<file path="src/rtl/twg_pkg.sv">
package twg_pkg;
    typedef enum logic [1:0] {
        ST_IDLE = 2'd0,
        ST_RUN  = 2'd1,
        ST_DONE = 2'd2
    } twg_state_e;
endpackage

</file>
<file path="src/rtl/twg_ctrl.sv">
module twg_ctrl
    import twg_pkg::*;
(
    input  logic       clk,
    input  logic       rst_n,
    input  logic       start,
    input  logic       en,
    input  logic       last_step,
    output twg_state_e state,
    output logic       clear,
    output logic       step,
    output logic       busy,
    output logic       done
);
    twg_state_e state_nxt;

    always_comb begin
        state_nxt = state;
        unique case (state)
            ST_IDLE: if (start) state_nxt = ST_RUN;
            ST_RUN:  if (en && last_step) state_nxt = ST_DONE;
            ST_DONE: if (start) state_nxt = ST_RUN;
            default: state_nxt = ST_IDLE;
        endcase
    end

    always_ff @(posedge clk or negedge rst_n) begin
        if (!rst_n) state <= ST_IDLE;
        else        state <= state_nxt;
    end

    always_comb begin
        clear = 1'b0;
        step  = 1'b0;
        busy  = 1'b0;
        done  = 1'b0;
        unique case (state)
            ST_IDLE: clear = start;
            ST_RUN: begin
                busy = 1'b1;
                step = en;
            end
            ST_DONE: begin
                done  = 1'b1;
                clear = start;
            end
            default: ;
        endcase
    end
endmodule

</file>
<file path="src/rtl/twg_counter.sv">
module twg_counter #(
    parameter int W = 8
) (
    input  logic         clk,
    input  logic         rst_n,
    input  logic         clear,
    input  logic         step,
    output logic [W-1:0] cnt,
    output logic         wrap
);
    assign wrap = &cnt;

    always_ff @(posedge clk or negedge rst_n) begin
        if (!rst_n)     cnt <= '0;
        else if (clear) cnt <= '0;
        else if (step)  cnt <= cnt + 1'b1;
    end
endmodule

</file>
<file path="src/rtl/twg_mask.sv">
module twg_mask #(
    parameter int W  = 8,
    parameter int PW = $clog2(W)
) (
    input  logic          clk,
    input  logic          rst_n,
    input  logic          clear,
    input  logic          advance,
    output logic [W-1:0]  mask,
    output logic          full,
    output logic [PW-1:0] pass
);
    localparam int CW = $clog2(W + 1);
    logic [CW-1:0] ones;

    always_ff @(posedge clk or negedge rst_n) begin
        if (!rst_n)       mask <= W'(1);
        else if (clear)   mask <= W'(1);
        else if (advance) mask <= {mask[W-2:0], 1'b1};
    end

    assign full = &mask;

    always_comb begin
        ones = '0;
        for (int i = 0; i < W; i++) ones = ones + CW'(mask[i]);
        pass = PW'(ones - CW'(1));
    end
endmodule

</file>
<file path="src/rtl/twiddle_addr_gen.sv">
module twiddle_addr_gen
    import twg_pkg::*;
#(
    parameter int W  = 8,
    parameter int PW = $clog2(W)
) (
    input  logic          clk,
    input  logic          rst_n,
    input  logic          start,
    input  logic          en,
    output logic [W-1:0]  tw_addr,
    output logic [PW-1:0] pass_idx,
    output logic          addr_valid,
    output logic          busy,
    output logic          done
);
    twg_state_e    state;
    logic          clear, step, wrap, full, last_step;
    logic [W-1:0]  cnt, mask;
    logic [PW-1:0] pass;

    assign last_step = wrap && full;

    twg_ctrl u_ctrl (
        .clk(clk), .rst_n(rst_n), .start(start), .en(en),
        .last_step(last_step), .state(state), .clear(clear),
        .step(step), .busy(busy), .done(done)
    );

    twg_counter #(.W(W)) u_cnt (
        .clk(clk), .rst_n(rst_n), .clear(clear), .step(step),
        .cnt(cnt), .wrap(wrap)
    );

    twg_mask #(.W(W), .PW(PW)) u_mask (
        .clk(clk), .rst_n(rst_n), .clear(clear),
        .advance(step && wrap && !full),
        .mask(mask), .full(full), .pass(pass)
    );

    always_ff @(posedge clk or negedge rst_n) begin
        if (!rst_n) begin
            tw_addr    <= '0;
            pass_idx   <= '0;
            addr_valid <= 1'b0;
        end else begin
            addr_valid <= step;
            if (step) begin
                tw_addr  <= cnt & mask;
                pass_idx <= pass;
            end
        end
    end
endmodule

</file>
<file path="config.mk">
export PLATFORM = sky130hd
export DESIGN_NAME = twiddle_addr_gen
export DESIGN_NICKNAME = d
export VERILOG_FILES = /design/src/rtl/twg_pkg.sv /design/src/rtl/twg_ctrl.sv /design/src/rtl/twg_counter.sv /design/src/rtl/twg_mask.sv /design/src/rtl/twiddle_addr_gen.sv
export SDC_FILE = /design/constraint.sdc
export NUM_CORES = 1
export LEC_CHECK = 0
export BUFFER_PORTS_ARGS = -buffer_cell sky130_fd_sc_hd__buf_2
export CAP_MARGIN = 0
export CORE_ASPECT_RATIO = 0.75
export CORE_MARGIN = 2
export CORE_UTILIZATION = 31
export DETAILED_ROUTE_END_ITERATION = 10
export GPL_TIMING_DRIVEN = 0
export REMOVE_ABC_BUFFERS = 1
export SETUP_SLACK_MARGIN = 0.1
export SYNTH_ARGS = -nofsm -noshare
export SYNTH_HDL_FRONTEND = slang
export SYNTH_SLANG_ARGS = --single-unit
</file>
<file path="constraint.sdc">
create_clock -name clk -period 3.4 [get_ports clk]
set_clock_uncertainty 0.1 [all_clocks]
set_input_delay 0.51 -clock clk [delete_from_list [all_inputs] [get_ports clk]]
set_output_delay 0.51 -clock clk [all_outputs]
set_load 0.005 [all_outputs]
</file>
==> summary.log, run 1 <==
[placement] Buffers on Ports 17
[synth] post-synthesis instance total 141
[drt] Wirelength per Cell 12.3 um
[synth] number of register bits inferred by synthesis 29
[die] die boundary height 63.1 um
[power_and_ir_drop] ratio of total power to cell area 529 nW/um^2
[sta] Max-Slew Margin vs Limit 33.0%
[cts] TritonCTS clock tree yes
[sta] Pins Over Slew Limit 0
[cts] cts bufs inserted 5
[synth] prevailing post-synth register cell sky130_fd_sc_hd__dfrtp_1
[critical_path] capturing element type of the critical path register
[synth] Distinct cells, synth 28
[drt] DRT met1 WL 1.50 mm
[drt] highest metal used met4
[cells_and_area] share of layout cells above drive strength 1 22.1%
[cts] Root Buffer Master sky130_fd_sc_hd__clkbuf_8
[drt] Detail Route met3 WL 124 um
[drt] number of nets with antenna violations after detailed routing 0
[drt] total wire length 2.70 mm
[drt] via count normalized by instance count 4.50
[critical_path] critical path class register to register
[critical_path] launching element of the worst setup path u_mask.mask[1]$_DFFE_PN0P_
[placement] weighted congestion reported at the end of routability-driven placement 0.746
[grt] GRT Overall Usage 12.2%
[die] initial cell density of the core 32.3%
[status] status completed
[power_and_ir_drop] maximum ir drop on the vdd rail 0.000253 V
[sta] maximum operating frequency 0.332 GHz
[cells_and_area] Area growth syn-to-layout 15.8%
[sta] share of the clock period used by the worst path after layout 88.5%
[cells_and_area] area of the multi-input gates 659 um^2
[placement] detailed placer's ending HPWL 1.89 mm
[synth] share of synthesized area occupied by flip-flops and latches 50.3%
[job] reported max-cap violation count 0
[synth] synth warn 0
[critical_path] required time of the critical path 3.43 ns
[drt] number of vias after detailed routing 991
[min_path] Min-Delay Path Class input pin to asynchronous set/reset pin
[sta] actual transition at the worst max-transition pin 1.00 ns
[sta] Final min period 3.01 ns
[drt] total iterations of the first detailed-routing run 4
[cts] post-cts resize count 0
[power_and_ir_drop] leakage dissipation 0.808 nW
[sta] Setup-failing EPs final 0
[cts] clock slew seen by the registers of the worst setup and hold paths 0.06 ns
[cells_and_area] most common cell after layout, fill and taps aside sky130_fd_sc_hd__dfrtp_1
[cells_and_area] Antenna Cells 0
[placement] Setup Slack @ Placement 0.386 ns
[synth] mean instance size in the synthesized netlist 10.2 um^2
[grt] antenna violations before repair 0
[drt] initial drt markers 36
[critical_path] arrival time worst endpoint 3.04 ns
[die] I/O pin total 18
[sta] setup repair after global routing missed its margin no
[cts] hold bufs inserted after CTS 0
[cts] maximum clock insertion buffer count 2
[grt] Remaining Overflow, GRT 0
[cts] post-CTS setup repair buffer count 0
[cts] level count of the clock H-tree 2
[sta] final-layout setup total negative slack 0 ns
[cells_and_area] Seq. cell area 726 um^2
[cells_and_area] post-layout util 37.4%
[die] horizontal die dimension 82.7 um
[critical_path] flop2flop setup slack 0.39 ns
[cts] Sinks on Clock Net 29
[critical_path] largest fanout on the critical path 7
[drt] DRC Markers 0
[grt] first-pass GRT wire length 4.69 mm
[grt] number of global-route vias before repair 983
[grt] maximum number of pins on one net before global-route repair 30
[cts] clock latency on the worst-skew pair 0.28 ns
[critical_path] startpoint type of the worst setup path register
[critical_path] startpoint of the lowest-slack register-to-register path u_mask.mask[1]$_DFFE_PN0P_
[sta] final critical-path setup slack 0.392 ns
[cells_and_area] count of fill cells added during filler insertion 477
[cells_and_area] commonest cells after routing, fill and taps aside sky130_fd_sc_hd__dfrtp_1, sky130_fd_sc_hd__nand2_1, sky130_fd_sc_hd__buf_2
[die] floorplan row count 21
[synth] post-synthesis async set-or-reset flop share 100%
[die] Die Footprint 5220 um^2
[drt] amount of wire on met2 after detailed routing 1.03 mm
[cells_and_area] # nets final 174
[synth] cell area after synthesis 1440 um^2
[sta] total count of hold-check failures in the final report 0
[synth] Post-synth EDFFs 0
[die] Core Region 4470 um^2
area by class of cell:
class	count	area share [%]
Multi-Input combinational cell	97	39.5
Timing Repair Buffer	17	5.10
Clock inverter	2	0.600
Sequential cell	29	43.5
Tap cell	57	4.27
Inverter	12	2.70
Clock buffer	6	4.35
report_power, final:
group	switching [mW]	internal (mW)
logic	0.0803	0.0708
registers	0.0534	0.401
clock network	0.135	0.142
per-layer routing:
layer / track usage, % / vias up
met1: 18.7 / 462
met3: 4.30 / 5
li1: - / 507
met2: 14.8 / 17
met4: 6.15 / 0
met5: 0 / -
worst max-delay path: stages (launching register included):
cell and delay (ns):
sky130_fd_sc_hd__dfrtp_1 0.46, sky130_fd_sc_hd__ha_1 0.34, sky130_fd_sc_hd__fa_1 0.45, sky130_fd_sc_hd__fa_1 0.49, sky130_fd_sc_hd__inv_1 0.05, sky130_fd_sc_hd__ha_1 0.18, sky130_fd_sc_hd__fa_1 0.38, sky130_fd_sc_hd__xor2_1 0.18
sky130_fd_sc_hd__xnor2_1 0.14, sky130_fd_sc_hd__o21ai_0 0.08
synthesized netlist by cell type (2+ instances only):
cell,number,area share [%]
sky130_fd_sc_hd__dfrtp_1,29,50
sky130_fd_sc_hd__xnor2_1,4,2.4
sky130_fd_sc_hd__ha_1,5,4.3
sky130_fd_sc_hd__nor3_1,5,1.7
sky130_fd_sc_hd__inv_1,12,3.1
sky130_fd_sc_hd__clkbuf_1,3,0.78
sky130_fd_sc_hd__a21oi_1,3,1.0
sky130_fd_sc_hd__nand4_1,2,0.87
sky130_fd_sc_hd__nand2_1,28,7.3
sky130_fd_sc_hd__or3_1,2,0.87
sky130_fd_sc_hd__o21ai_0,10,3.5
sky130_fd_sc_hd__nor2b_1,3,1.3
sky130_fd_sc_hd__xor2_1,2,1.2
sky130_fd_sc_hd__fa_1,3,4.2
sky130_fd_sc_hd__mux2_4,6,6.3
sky130_fd_sc_hd__nor2_1,12,3.1
state kept, by name, indices dropped and copies added, names as in the netlist:
| register | flops |
|---|---|
| addr_valid | 1 |
| pass_idx | 3 |
| tw_addr | 8 |
| u_cnt.cnt | 8 |
| u_ctrl.state | 2 |
| u_mask.mask | 7 |
path summary, 6_finish.rpt:
kind,endpoint,cells after the start
worst max-delay path,pass_idx[2]$_DFFE_PN0P_,9
worst min-delay path,u_ctrl.state[0]$_DFFE_PN0P_,1
worst max register to register,pass_idx[2]$_DFFE_PN0P_,9
worst min register to register,pass_idx[1]$_DFFE_PN0P_,2
max in group asynchronous,tw_addr[2]$_DFFE_PN0P_,1
min in group clk,pass_idx[1]$_DFFE_PN0P_,2
cells by family (layout without fill, tap and decap cells):
logic type	Yosys count	count (layout)	share of synthesized area, %
AO/OA/AOI/OAI	16	16	5.99
multiplexers	7	7	7.03
adder cells (fa/ha/maj)	8	8	8.51
flip-flops	29	29	50.3
XOR/XNOR	6	6	3.65
AND/OR/NAND/NOR	60	60	20.6
buffers and inverters	15	37	3.91
metrics by stage:
step | area (um^2) | total power, mW | hold WS [ns] | cells
floorplan | 1430 | 0.556 | 0.114 | 138
global route | 1670 | 0.944 | 0.208 | 220
detailed placement | 1590 | 0.616 | 0.360 | 212
global placement | 1590 | 0.614 | 0.357 | 212
CTS | 1670 | 0.896 | 0.182 | 220
finish | 1670 | 0.882 | 0.162 | 220
Power figures use the tool's default switching activity.
==> run 2, diff against run 1 <==
--- a/config.mk
+++ b/config.mk
@@ -12,7 +12,6 @@
 export CORE_UTILIZATION = 31
 export DETAILED_ROUTE_END_ITERATION = 10
 export GPL_TIMING_DRIVEN = 0
-export REMOVE_ABC_BUFFERS = 1
 export SETUP_SLACK_MARGIN = 0.1
 export SYNTH_ARGS = -nofsm -noshare
 export SYNTH_HDL_FRONTEND = slang
==> run 2 against run 1 <==
  * Largest cell class unchanged
  * Critical path depth stayed put
  * Register-to-register slack worse by 0.03 ns
  * Total power is 1.5% higher
  * Highest routed layer unchanged
  * Count of clock-buffer cells in the layout stayed put
==> summary.log, run 2 (synthesis gave the netlist of run 1 again) <==
[status] status completed
[critical_path] peak per-stage delay on the critical path 0.49 ns [about the same]
[critical_path] arrival time worst endpoint 3.09 ns [+0.05 ns]
[critical_path] startpoint type of the worst setup path register
[drt] number of nets with antenna violations after detailed routing 0 [unchanged]
[drt] via count normalized by instance count 4.55 [+0.94%]
[power_and_ir_drop] maximum ir drop on the vdd rail 0.000232 V [-8.1%]
[cts] cts bufs inserted 5 [unchanged]
[placement] cell area reported after detailed placement 1600 um^2 [+0.71%]
[drt] total wire length 2.94 mm [+8.9%]
[placement] Setup Slack @ Placement 0.342 ns [-0.0438 ns]
[cells_and_area] final instance count without filler cells 223 [+1.4%]
[cells_and_area] post-layout util 37.6% [+0.25 points]
[job] reported max-cap violation count 0 [unchanged]
[sta] Pins Over Slew Limit 0 [unchanged]
[cts] level count of the clock H-tree 2 [unchanged]
[sta] Setup-failing EPs final 0 [unchanged]
[grt] maximum number of pins on one net before global-route repair 30 [unchanged]
[cts] Sinks on Clock Net 29 [unchanged]
[cells_and_area] count of fill cells added during filler insertion 469 [-1.7%]
[placement] weighted congestion reported at the end of routability-driven placement 0.771 [+3.3%]
[cells_and_area] Area growth syn-to-layout 16.6%
[critical_path] largest fanout on the critical path 7 [unchanged]
[cts] hold bufs inserted after CTS 0 [unchanged]
[min_path] Min-Delay Path Class input pin to asynchronous set/reset pin
[grt] GRT Overall Usage 12.9% [+0.63 points]
[drt] number of vias after detailed routing 1,014 [+2.3%]
[critical_path] cell repeated most along the worst path sky130_fd_sc_hd__fa_1
[cts] post-CTS setup repair buffer count 0 [unchanged]
[die] I/O pin total 18 [unchanged]
[drt] total iterations of the first detailed-routing run 4 [unchanged]
[cts] TritonCTS clock tree yes
[cts] post-cts resize count 0 [unchanged]
[power_and_ir_drop] total power 896 uW [+1.5%]
[die] floorplan row count 21 [unchanged]
[critical_path] critical path class register to register
[die] initial cell density of the core 32.3% [unchanged]
[critical_path] capturing element type of the critical path register
[critical_path] cell-by-cell trace of the critical path ha_1 -> fa_1 -> fa_1 -> inv_1 -> ha_1 -> fa_1 -> xor2_1 -> xnor2_1 -> o21ai_0
[sta] Max-Slew Margin vs Limit 56.8% [+24 points]
[drt] Wirelength per Cell 13.2 um [+7.4%]
[die] Die Footprint 5220 um^2 [unchanged]
[cells_and_area] largest registers ranked by flip-flop count tw_addr: 8 flops, u_cnt.cnt: 8 flops, u_mask.mask: 7 flops
[power_and_ir_drop] ratio of total power to cell area 533 nW/um^2 [+0.83%]
[cells_and_area] Antenna Cells 0 [unchanged]
[placement] number of placed instances with taps included 215 [+1.4%]
[placement] Buffers on Ports 17 [unchanged]
[sta] actual transition at the worst max-transition pin 0.647 ns [-0.354 ns]
[grt] first-pass GRT wire length 4.91 mm [+4.7%]
[sta] final critical-path setup slack 0.358 ns [-0.0340 ns]
[sta] Fin Hold WS 0.149 ns [-0.0139 ns]
[cts] clock latency on the worst-skew pair 0.28 ns [about the same]
[critical_path] library cell contributing the largest single delay on the critical path sky130_fd_sc_hd__fa_1
[placement] detailed placer's ending HPWL 2.15 mm [+14%]
[die] Core Region 4470 um^2 [unchanged]
[drt] initial drt markers 82 [+130%]
[grt] Remaining Overflow, GRT 0 [unchanged]
[sta] final-layout setup total negative slack 0 ns [unchanged]
[cells_and_area] post-route design area 1680 um^2 [+0.67%]
[cells_and_area] # nets final 177 [+1.7%]
[die] horizontal die dimension 82.7 um [unchanged]
[cts] Root Buffer Master sky130_fd_sc_hd__clkbuf_8
[cells_and_area] area of the multi-input gates 659 um^2 [unchanged]
[cts] maximum clock insertion buffer count 2 [unchanged]
[grt] number of global-route vias before repair 975 [-0.81%]
[critical_path] required time of the critical path 3.44 ns [about the same]
[cells_and_area] share of layout cells above drive strength 1 21.7% [-0.40 points]
[power_and_ir_drop] leakage dissipation 0.811 nW [+0.44%]
[sta] total count of hold-check failures in the final report 0 [unchanged]
[grt] antenna violations before repair 0 [unchanged]
[sta] maximum operating frequency 0.329 GHz [-1.1%]
[sta] Final min period 3.04 ns [+0.0340 ns]
[die] die boundary height 63.1 um [unchanged]
[cts] clock slew seen by the registers of the worst setup and hold paths 0.06 ns [about the same]
[cells_and_area] Seq. cell area 726 um^2 [unchanged]
[cells_and_area] commonest cells after routing, fill and taps aside sky130_fd_sc_hd__dfrtp_1, sky130_fd_sc_hd__nand2_1, sky130_fd_sc_hd__buf_2
[synth] Post-Synthesis Net Count 153
[cells_and_area] most common cell after layout, fill and taps aside sky130_fd_sc_hd__dfrtp_1
[sta] share of the clock period used by the worst path after layout 89.5% [+1.0 points]
[drt] DRC Markers 0 [unchanged]
[sta] setup repair after global routing missed its margin no
==> run 2: changes by cell type in the layout (fill, tap and decap cells not counted), sizes merged <==
cell and change:
clkbuf +3
==> run 2: worst paths after layout <==
path | startpoint | to | slack, ns | cells after the start
setup / recovery | u_mask.mask[1]$_DFFE_PN0P_ | pass_idx[2]$_DFFE_PN0P_ | 0.36 | 9
hold / removal | rst_n | u_ctrl.state[0]$_DFFE_PN0P_ | 0.15 | 1
min in group clk | tw_addr[4]$_DFFE_PN0P_ | tw_addr[4]$_DFFE_PN0P_ | 0.37 | 2
setup reg to reg | u_mask.mask[1]$_DFFE_PN0P_ | pass_idx[2]$_DFFE_PN0P_ | 0.36 | 9
max in group asynchronous | rst_n | pass_idx[2]$_DFFE_PN0P_ | 2.62 | 1
hold reg to reg | tw_addr[4]$_DFFE_PN0P_ | tw_addr[4]$_DFFE_PN0P_ | 0.37 | 2
==> run 2: layer usage <==
metal	wire [um]	GRT usage [%]	up-vias
met1	1600	20.3	463
met2	1100	15.1	35
met5	0	0	-
met3	196	4.87	5
met4	43	5.53	0
li1	-	-	511
==> run 2: layout make-up <==
class / instances / area share, %
Sequential cell: 29 / 43.2
Multi-Input combinational cell: 97 / 39.2
Buffer: 3 / 0.670
Timing Repair Buffer: 17 / 5.06
Tap cell: 57 / 4.24
Clock inverter: 2 / 0.596
Clock buffer: 6 / 4.32
Inverter: 12 / 2.68
==> run 2: power breakdown <==
part / internal [mW] / total, mW / switching [mW]
clock network: 0.141 / 0.274 / 0.133
registers: 0.401 / 0.462 / 0.0607
logic: 0.0726 / 0.159 / 0.0868
total: 0.615 / 0.896 / 0.280
==> run 2: critical path: cells and delay by family (launching register included) <==
family	cells	cell delay, ns
buf+inv	1	0.04
fa+ha+maj	5	1.83
flops	1	0.47
xor+xnor	2	0.36
compound gates	1	0.10
==> run 3, diff against run 2 <==
--- a/config.mk
+++ b/config.mk
@@ -6,13 +6,13 @@
 export NUM_CORES = 1
 export LEC_CHECK = 0
 export BUFFER_PORTS_ARGS = -buffer_cell sky130_fd_sc_hd__buf_2
-export CAP_MARGIN = 0
 export CORE_ASPECT_RATIO = 0.75
 export CORE_MARGIN = 2
-export CORE_UTILIZATION = 31
+export CORE_UTILIZATION = 25
 export DETAILED_ROUTE_END_ITERATION = 10
 export GPL_TIMING_DRIVEN = 0
 export SETUP_SLACK_MARGIN = 0.1
+export SLEW_MARGIN = 10
 export SYNTH_ARGS = -nofsm -noshare
 export SYNTH_HDL_FRONTEND = slang
 export SYNTH_SLANG_ARGS = --single-unit
==> run 3 against run 2 <==
  * Hold slack better by 0.0073 ns
  * Global-route usage decreased by 2.3 points
  * Core utilization fell by 6.2 points
  * Total power rose by 0.49%
  * Via count increased by 0.49%
  * Die area rose by 23%
  * Combinational power about the same
  * Sequential cell count stayed put
  * Wire length is 1.0% higher
  * Clock power rose by 1%
==> summary.log, run 3 (synthesis gave the netlist of run 1 again) <==
[sta] setup repair after global routing missed its margin no
[cts] Root Buffer Master sky130_fd_sc_hd__clkbuf_8
[placement] detailed placer's ending HPWL 2.19 mm [+1.8%]
[cts] Sinks on Clock Net 29 [unchanged]
[cells_and_area] share of layout cells above drive strength 1 22.3% [+0.60 points]
[power_and_ir_drop] total power 900 uW [+0.49%]
[cells_and_area] commonest cells after routing, fill and taps aside sky130_fd_sc_hd__dfrtp_1, sky130_fd_sc_hd__nand2_1, sky130_fd_sc_hd__buf_2
[die] I/O pin total 18 [unchanged]
[min_path] Min-Delay Path Class input pin to asynchronous set/reset pin
[critical_path] capturing element type of the critical path register
[die] die boundary height 69.8 um [+11%]
[grt] antenna violations before repair 0 [unchanged]
[cells_and_area] Area growth syn-to-layout 18.4%
[die] Die Footprint 6400 um^2 [+23%]
[critical_path] critical path class register to register
[cts] hold bufs inserted after CTS 0 [unchanged]
[power_and_ir_drop] maximum ir drop on the vdd rail 0.000150 V [-36%]
[die] horizontal die dimension 91.7 um [+11%]
[critical_path] required time of the critical path 3.46 ns [+0.02 ns]
[sta] Final min period 3.01 ns [-0.0356 ns]
[cts] post-CTS setup repair buffer count 0 [unchanged]
[grt] first-pass GRT wire length 5.20 mm [+5.9%]
[cts] cts bufs inserted 5 [unchanged]
[cells_and_area] most common cell after layout, fill and taps aside sky130_fd_sc_hd__dfrtp_1
[grt] maximum number of pins on one net before global-route repair 30 [unchanged]
[synth] Post-Synthesis Net Count 153 [unchanged]
[critical_path] startpoint type of the worst setup path register
[placement] weighted congestion reported at the end of routability-driven placement 0.807 [+4.7%]
[sta] share of the clock period used by the worst path after layout 88.4% [-1.0 points]
[grt] number of global-route vias before repair 987 [+1.2%]
[critical_path] largest fanout on the critical path 7 [unchanged]
[sta] final-layout setup total negative slack 0 ns [unchanged]
[sta] Fin Hold WS 0.156 ns [+0.00734 ns]
[job] reported max-cap violation count 0 [unchanged]
[sta] Pins Over Slew Limit 0 [unchanged]
[cells_and_area] largest registers ranked by flip-flop count tw_addr: 8 flops, u_cnt.cnt: 8 flops, u_mask.mask: 7 flops
[cells_and_area] count of fill cells added during filler insertion 586 [+25%]
[cts] clock slew seen by the registers of the worst setup and hold paths 0.07 ns [about the same]
[die] floorplan row count 23 [+9.5%]
[sta] total count of hold-check failures in the final report 0 [unchanged]
[sta] actual transition at the worst max-transition pin 0.671 ns [+0.0232 ns]
[die] Core Region 5440 um^2 [+22%]
[grt] Remaining Overflow, GRT 0 [unchanged]
[drt] Wirelength per Cell 12.3 um [-6.5%]
[drt] number of vias after detailed routing 1,019 [+0.49%]
[cts] clock latency on the worst-skew pair 0.29 ns [about the same]
[cells_and_area] Antenna Cells 0 [unchanged]
[die] initial cell density of the core 26.5% [-5.8 points]
[sta] Setup-failing EPs final 0 [unchanged]
[critical_path] arrival time worst endpoint 3.07 ns [-0.02 ns]
[status] status completed
[grt] GRT Overall Usage 10.6% [-2.3 points]
[drt] number of nets with antenna violations after detailed routing 0 [unchanged]
[power_and_ir_drop] leakage dissipation 0.810 nW [-0.13%]
[sta] Max-Slew Margin vs Limit 55.3% [-1.5 points]
[drt] total wire length 2.97 mm [+1.0%]
[cts] post-cts resize count 0 [unchanged]
[sta] final critical-path setup slack 0.393 ns [+0.0356 ns]
[drt] via count normalized by instance count 4.23 [-7.0%]
[drt] DRC Markers 0 [unchanged]
[cts] TritonCTS clock tree yes
[cts] level count of the clock H-tree 2 [unchanged]
[placement] Buffers on Ports 17 [unchanged]
[cts] maximum clock insertion buffer count 2 [unchanged]
[power_and_ir_drop] ratio of total power to cell area 527 nW/um^2 [-1.1%]
[drt] initial drt markers 54 [-34%]
[cells_and_area] # nets final 177 [unchanged]
[placement] Setup Slack @ Placement 0.377 ns [+0.0354 ns]
[sta] maximum operating frequency 0.333 GHz [+1.2%]
[drt] total iterations of the first detailed-routing run 4 [unchanged]
-- run 3: changes by cell type in the layout (fill, tap and decap cells not counted) --
cell,before,now
sky130_fd_sc_hd__clkinvlp_4,0,1
sky130_fd_sc_hd__clkbuf_1,4,3
-- run 3: per-layer routing --
layer / global-route usage [%] / share of wire, % / wire [um] / vias to the layer above
li1: - / - / - / 511
met1: 17.3 / 58 / 1710 / 475
met2: 11.7 / 34 / 1010 / 29
met3: 4.35 / 7.1 / 212 / 4
met4: 3.54 / 1.1 / 34 / 0
met5: 0 / 0 / 0 / -
-- run 3: final cells by class --
type                       count  area [um^2]  area share [%]
inverter                      12         45.0            2.64
clock inverter                 3         17.5            1.03
sequential                    29          726            42.5
clock buffer                   5         68.8            4.03
multi-input combinational     97          659            38.6
timing repair buffer          17         85.1            4.99
tap                           75         93.8            5.50
buffer                         3         11.3           0.660
-- run 3: critical path, cell delays in order, from the launching register on --
cell,delay (ns)
sky130_fd_sc_hd__dfrtp_1,0.48
sky130_fd_sc_hd__ha_1,0.34
sky130_fd_sc_hd__fa_1,0.46
sky130_fd_sc_hd__fa_1,0.49
sky130_fd_sc_hd__inv_1,0.04
sky130_fd_sc_hd__ha_1,0.18
sky130_fd_sc_hd__fa_1,0.38
sky130_fd_sc_hd__xor2_1,0.18
sky130_fd_sc_hd__xnor2_1,0.16
sky130_fd_sc_hd__o21ai_0,0.08
-- run 3: worst paths after layout --
check | slack (ns) | cells after the start | end | start
max | 0.39 | 9 | pass_idx[2]$_DFFE_PN0P_ | u_mask.mask[1]$_DFFE_PN0P_
min | 0.16 | 1 | tw_addr[2]$_DFFE_PN0P_ | rst_n
max reg2reg | 0.39 | 9 | pass_idx[2]$_DFFE_PN0P_ | u_mask.mask[1]$_DFFE_PN0P_
min reg2reg | 0.37 | 2 | pass_idx[1]$_DFFE_PN0P_ | pass_idx[1]$_DFFE_PN0P_
max in group asynchronous | 2.61 | 1 | u_cnt.cnt[2]$_DFFE_PN0P_ | rst_n
min in group clk | 0.37 | 2 | pass_idx[1]$_DFFE_PN0P_ | pass_idx[1]$_DFFE_PN0P_
-- run 3: stage by stage --
stage	instances	cell area, um^2	utilization, %
global route	241	1710	31.4
floorplan	141	1440	-
detailed placement	233	1620	29.8
finish	241	1710	31.4
CTS	241	1710	31.4
global placement	233	1620	29.8
-- run 3: power breakdown --
group	switching, mW	total (mW)	internal, mW
clock	0.137	0.278	0.141
combinational	0.0884	0.162	0.0736
sequential	0.0593	0.460	0.401
total	0.285	0.900	0.615
